[config.mk]
export PLATFORM = sky130hd
export DESIGN_NAME = i2c_quad_addr_slave
export DESIGN_NICKNAME = d
export VERILOG_FILES = /design/src/rtl/i2c_match_pkg.sv /design/src/rtl/i2c_match_dp.sv /design/src/rtl/i2c_match_ctl.sv /design/src/rtl/i2c_quad_addr_slave.sv
export SDC_FILE = /design/constraint.sdc
export NUM_CORES = 1
export LEC_CHECK = 0
export BUFFER_PORTS_ARGS = -buffer_cell sky130_fd_sc_hd__clkbuf_2
export CAP_MARGIN = 20
export CORE_UTILIZATION = 55
export DETAILED_ROUTE_END_ITERATION = 7
export HOLD_SLACK_MARGIN = 0.02
export PLACE_DENSITY = 0.7
export SLEW_MARGIN = 5
export SYNTH_ARGS = -nofsm -noshare
export SYNTH_HDL_FRONTEND = slang
export SYNTH_SLANG_ARGS = --single-unit
[constraint.sdc]
create_clock -name clk -period 3.5 [get_ports clk]
set_clock_uncertainty 0.2 [all_clocks]
set_input_delay 0.35 -clock clk [delete_from_list [all_inputs] [get_ports clk]]
set_output_delay 0.35 -clock clk [all_outputs]
set_load 0.01 [all_outputs]
[src/rtl/i2c_match_pkg.sv]
package i2c_match_pkg;
  localparam int ADDR_BITS = 8;

  typedef struct packed {
    logic start;
    logic stop;
    logic sclRise;
    logic sclFall;
  } busEv_t;

  typedef struct packed {
    logic shiftEn;
    logic evalEn;
    logic clearHit;
  } ctlStb_t;
endpackage

[src/rtl/i2c_match_dp.sv]
module i2c_match_dp
  import i2c_match_pkg::*;
#(
  parameter int NUM_IDS     = 4,
  parameter int SYNC_STAGES = 2,
  parameter int IDX_W       = $clog2(NUM_IDS)
) (
  input  logic                 clk,
  input  logic                 rstN,
  input  logic                 sclIn,
  input  logic                 sdaIn,
  input  logic                 idWrEn,
  input  logic [IDX_W-1:0]     idWrSel,
  input  logic [ADDR_BITS-1:0] idWrData,
  input  logic                 busy,
  input  ctlStb_t              stb,
  output busEv_t               ev,
  output logic                 hitQ,
  output logic [IDX_W-1:0]     matchIdxQ,
  output logic                 dirQ
);
  logic [SYNC_STAGES-1:0] sclPipe, sdaPipe;
  logic sclS, sdaS, sclPrev, sdaPrev;

  always_ff @(posedge clk or negedge rstN) begin
    if (!rstN) begin
      sclPipe <= '1;
      sdaPipe <= '1;
      sclPrev <= 1'b1;
      sdaPrev <= 1'b1;
    end else begin
      sclPipe <= {sclPipe[SYNC_STAGES-2:0], sclIn};
      sdaPipe <= {sdaPipe[SYNC_STAGES-2:0], sdaIn};
      sclPrev <= sclS;
      sdaPrev <= sdaS;
    end
  end

  assign sclS = sclPipe[SYNC_STAGES-1];
  assign sdaS = sdaPipe[SYNC_STAGES-1];

  always_comb begin
    ev.start   = sclS && sclPrev && sdaPrev && !sdaS;
    ev.stop    = sclS && sclPrev && !sdaPrev && sdaS;
    ev.sclRise = sclS && !sclPrev;
    ev.sclFall = !sclS && sclPrev;
  end

  logic [NUM_IDS-1:0][ADDR_BITS-1:0] idRegs;
  logic [ADDR_BITS-1:0] shiftQ;

  always_ff @(posedge clk or negedge rstN) begin
    if (!rstN) begin
      idRegs <= '0;
    end else if (idWrEn && !busy) begin
      idRegs[idWrSel] <= idWrData;
    end
  end

  always_ff @(posedge clk or negedge rstN) begin
    if (!rstN) shiftQ <= '0;
    else if (stb.shiftEn) shiftQ <= {shiftQ[ADDR_BITS-2:0], sdaS};
  end

  logic [NUM_IDS-1:0] hitVec;
  for (genvar gi = 0; gi < NUM_IDS; gi++) begin : g_cmp
    assign hitVec[gi] = (idRegs[gi][ADDR_BITS-1:1] == shiftQ[ADDR_BITS-1:1]);
  end

  logic [IDX_W-1:0] firstIdx;
  always_comb begin
    firstIdx = '0;
    for (int i = NUM_IDS - 1; i >= 0; i--) begin
      if (hitVec[i]) firstIdx = IDX_W'(i);
    end
  end

  always_ff @(posedge clk or negedge rstN) begin
    if (!rstN) begin
      hitQ      <= 1'b0;
      matchIdxQ <= '0;
      dirQ      <= 1'b0;
    end else if (stb.clearHit) begin
      hitQ <= 1'b0;
    end else if (stb.evalEn) begin
      hitQ      <= |hitVec;
      matchIdxQ <= firstIdx;
      dirQ      <= shiftQ[0];
    end
  end

  assert_id_frozen_R8: assert property (@(posedge clk) disable iff (!rstN)
    (idWrEn && busy) |=> $stable(idRegs));

  assert_result_held_R10: assert property (@(posedge clk) disable iff (!rstN)
    (hitQ && !stb.evalEn) |=> $stable(matchIdxQ) && $stable(dirQ));
endmodule

[src/rtl/i2c_match_ctl.sv]
module i2c_match_ctl
  import i2c_match_pkg::*;
(
  input  logic    clk,
  input  logic    rstN,
  input  busEv_t  ev,
  input  logic    hitIn,
  output ctlStb_t stb,
  output logic    busy,
  output logic    ackPull
);
  typedef enum logic [2:0] {
    S_IDLE, S_ADDR, S_EVAL, S_WAITF, S_ACK, S_ACTIVE, S_DORMANT
  } state_t;

  localparam int CNT_W = $clog2(ADDR_BITS);

  state_t stateQ, stateD;
  logic [CNT_W-1:0] bitCntQ, bitCntD;

  always_comb begin
    stateD  = stateQ;
    bitCntD = bitCntQ;
    if (ev.stop) begin
      stateD = S_IDLE;
    end else if (ev.start) begin
      stateD  = S_ADDR;
      bitCntD = '0;
    end else begin
      unique case (stateQ)
        S_ADDR: if (ev.sclRise) begin
          bitCntD = bitCntQ + 1'b1;
          if (bitCntQ == CNT_W'(ADDR_BITS - 1)) stateD = S_EVAL;
        end
        S_EVAL:  stateD = S_WAITF;
        S_WAITF: if (ev.sclFall) stateD = hitIn ? S_ACK : S_DORMANT;
        S_ACK:   if (ev.sclFall) stateD = S_ACTIVE;
        default: ;
      endcase
    end
  end

  always_ff @(posedge clk or negedge rstN) begin
    if (!rstN) begin
      stateQ  <= S_IDLE;
      bitCntQ <= '0;
    end else begin
      stateQ  <= stateD;
      bitCntQ <= bitCntD;
    end
  end

  always_comb begin
    stb.shiftEn  = (stateQ == S_ADDR) && ev.sclRise && !ev.start && !ev.stop;
    stb.evalEn   = (stateQ == S_EVAL) && !ev.start && !ev.stop;
    stb.clearHit = ev.start || ev.stop;
  end

  assign busy    = (stateQ != S_IDLE);
  assign ackPull = (stateQ == S_ACK);

  assert_ack_needs_hit_R6: assert property (@(posedge clk) disable iff (!rstN)
    ackPull |-> hitIn);

  assert_ack_on_fall_R6: assert property (@(posedge clk) disable iff (!rstN)
    $rose(ackPull) |-> $past(ev.sclFall));

  assert_stop_clears_R2: assert property (@(posedge clk) disable iff (!rstN)
    ev.stop |=> !hitIn && !busy);

  assert_restart_clears_R9: assert property (@(posedge clk) disable iff (!rstN)
    ev.start |=> !hitIn && !ackPull);
endmodule

[src/rtl/i2c_quad_addr_slave.sv]
module i2c_quad_addr_slave
  import i2c_match_pkg::*;
#(
  parameter int NUM_IDS     = 4,
  parameter int SYNC_STAGES = 2,
  parameter int IDX_W       = $clog2(NUM_IDS)
) (
  input  logic             clk,
  input  logic             rstN,
  input  logic             sclIn,
  input  logic             sdaIn,
  input  logic             idWrEn,
  input  logic [IDX_W-1:0] idWrSel,
  input  logic [7:0]       idWrData,
  output logic             addressed,
  output logic [IDX_W-1:0] matchIdx,
  output logic             readDir,
  output logic             ackPull
);
  busEv_t  ev;
  ctlStb_t stb;
  logic    busy, hitQ;

  i2c_match_dp #(.NUM_IDS(NUM_IDS), .SYNC_STAGES(SYNC_STAGES), .IDX_W(IDX_W)) u_dp (
    .clk(clk), .rstN(rstN), .sclIn(sclIn), .sdaIn(sdaIn),
    .idWrEn(idWrEn), .idWrSel(idWrSel), .idWrData(idWrData),
    .busy(busy), .stb(stb), .ev(ev),
    .hitQ(hitQ), .matchIdxQ(matchIdx), .dirQ(readDir)
  );

  i2c_match_ctl u_ctl (
    .clk(clk), .rstN(rstN), .ev(ev), .hitIn(hitQ),
    .stb(stb), .busy(busy), .ackPull(ackPull)
  );

  assign addressed = hitQ;
endmodule

==> impl_metrics.tcl <==
set metrics [dict create \
    post_cts_resized 0 \
    ys.flop_type "dfrtp_1" \
    syn2layout_area_growth_pct 10.1 \
    die_h_um 67.7 \
    grt_usage_pct 22.4 \
    p_leak_uw 0.00119 \
    netlist_instances 198 \
    endpoint_kind "flip-flop" \
    fmax_ghz 0.468 \
    synth_edf_count 0 \
    finalNetCount 234 \
    cellPowerDensity_mw_per_mm2 763 \
    final_area_sq_mm 0.00261 \
    wirelength_um 4360 \
    io_buffers 18 \
    grt_busiest_layer "met2" \
    die_area_sq_mm 0.00458 \
    cts.sinks 52 \
    numCtsBuffers 5 \
    syn-mean-instance-area_sq_um 12.0 \
    fin_cells 268 \
    synthesis.area_sq_mm 0.00237 \
    worst_setup_path_start_kind "flip-flop" \
    pin_count 20 \
    min_path_type "input pin to flip-flop" \
    ant_nets 0 \
    yosys.area.top_type "dfrtp_1" \
    grt_max_degree 40 \
    h-tree-depth 2 \
    yosysTopAreaCellShare_pct 48.5 \
    antenna_cells 0 \
    worst_skew_pair.late_latency_ns 0.30 \
    postPlaceCellArea_sq_mm 0.00249 \
    tns_ns 0 \
    reg2regPathDepth 3 \
    path_class "flip-flop to flip-flop" \
    worst_pin_slew_ns 0.938 \
    ys_seq_area_share_pct 55.2 \
    rsz0062_at_grt "false" \
    dp_cells 257 \
    utilization_pct 64.4 \
    yosys.cell_types.count 32 \
    yosysWarnings 0 \
    cp.required_ns 3.48 \
    synthTopCellsByArea "dfrtp_1 (49%), mux2_2 (10%), dfstp_2 (6.6%), xor2_1 (5.9%), xnor2_1 (4.8%)" \
    wire_per_inst_um 16.3 \
    core_sq_mm 0.00406 \
    core.rowCount 23 \
    async_flop_share_pct 100 \
    place_congestion 0.767 \
    grt-ovfl-total 0 \
    cts_root_buffer "clkbuf_8" \
    min_period_ns 2.14 \
    cts_tree "built" \
    grt_use_met1_pct 31.7 \
    whs_path_depth 2 \
    synth_common_cells "dfrtp_1 (46), nand2_1 (30), mux2_2 (22), xor2_1 (16), xnor2_1 (13)" \
    drt-pass1-iter-count 4 \
    max-vdd-ir-drop_mv 0.400 \
    die_width_um 67.7 \
    arrival_ns 2.12 \
    period_share_pct 61.1 \
    grt_pass1_vias 1471 \
    viasPerCell 5.50 \
    grt_antenna_before_repair 0 \
    ys_ff_latch 52 \
    vias 1474 \
    grt_pass1_wl_um 7200 \
    max-cap-violations 0 \
    place_hpwl_um 3100 \
    drt-initial-drc-count 80 \
    initial_core_util_pct 58.5 \
    drcViolationCount 0 \
    clk_path_buf_depth 2 \
    crit_fanout 7 \
    synth.most_common_cell "dfrtp_1" \
    hold_viol_final 0 \
    maxSlewViolCount 0 \
    grt.met3_usage_pct 5.57 \
    finalSetupViolCount 0 \
    relSlewSlack_pct 37.5 \
    drive_above_1_share_pct 25.2 \
    status "finished clean" \
    post_cts_buffers 0 \
    syn_nets 215 \
    grtUsageMet2_pct 32.7 \
    clkTransAtPathRegs_ns 0.09 \
]
## cells by family (layout without fill, tap and decap cells)
group	count (synthesis)	after routing	synth area share, %
and+or+nand+nor	59	59	12.5
DFF	52	52	55.2
xor gates and xnor gates	29	29	10.7
muxes	29	29	13.8
AOI/OAI and AO/OA	17	17	5.12
buffers and inverters	10	30	1.69
adders and majority gates	2	2	1.05
## worst paths after layout
path | start | endpoint | slack (ns)
worst max-delay path | u_ctl.stateQ[2] | u_dp.idRegs[2] | 1.36
worst min-delay path | idWrData[5] | u_dp.idRegs[5] | 0.11
worst max register to register | u_ctl.stateQ[2] | u_dp.idRegs[2] | 1.36
worst min register to register | u_dp.sclPipe[0] | u_dp.sclPipe[1] | 0.16
max in group asynchronous | rstN | u_dp.sdaPrev | 1.74
min in group asynchronous | rstN | u_dp.hitQ | 0.54
## layer usage
| metal | share of wire, % | vias up |
|---|---|---|
| met2 | 45 | 32 |
| met1 | 50 | 715 |
| li1 | - | 721 |
| met4 | 1.5 | 0 |
| met5 | 0 | - |
| met3 | 3.3 | 6 |
## cells in the final DEF (no fill, tap or decap), drive strengths merged
cell          n
nand3b        2
a22o          2
a311oi        2
clkbuf       26
o41ai         1
a21oi         2
nor4b         1
nor2          7
or3b          1
nor3b         3
a21o          1
nand2        30
nor2b         2
dfstp         6
dlygate4sd3   3
nand3         4
nor3          1
a31oi         2
nor4          4
mux2         29
o31ai         1
nand4         3
xnor2        13
ha            2
buf           1
xor2         16
o21ba         1
and3          1
o21ai         3
o21a          1
a22oi         1
dfrtp        46
## cell type report
class | instances | area, sq um
sequential | 52 | 1310
multi-input combinational | 136 | 1020
tap | 50 | 62.6
timing repair buffer | 22 | 128
fill | 325 | 1450
clock buffer | 8 | 90.1
## through the flow
step / setup WS (ns) / hold WS (ns) / total power (uW)
2_1_floorplan: 1.61 / -0.146 / 1500
3_3_place_gp: 1.44 / 0.145 / 1630
3_5_place_dp: 1.38 / 0.147 / 1660
4_1_cts: 1.36 / 0.105 / 2010
5_1_grt: 1.24 / 0.115 / 2130
6_report: 1.36 / 0.109 / 1990
## report_power, final
group / switching [uW] / internal, uW
Sequential: 226 / 831
Combinational: 249 / 339
Clock: 186 / 162
Total: 661 / 1330
## flip-flops by register name (all words and copies together) (netlist names)
name / count
u_dp.sdaPrev: 1
u_ctl.bitCntQ: 3
u_ctl.stateQ: 3
u_dp.matchIdxQ: 2
u_dp.shiftQ: 8
u_dp.sclPrev: 1
u_dp.idRegs: 28
u_dp.sclPipe: 2
u_dp.hitQ: 1
u_dp.dirQ: 1
u_dp.sdaPipe: 2
## worst max-delay path, stage by stage (launching register included)
cell	delay (ns)
dfrtp_1	0.47
nor4b_4	0.37
or3b_1	0.59
mux2_1	0.39
## repair_timing
action,in CTS,in global routing
hold endpoints to repair,40,0
hold buffers,3,0
setup endpoints to repair,0,0
Power figures use the tool's default switching activity.
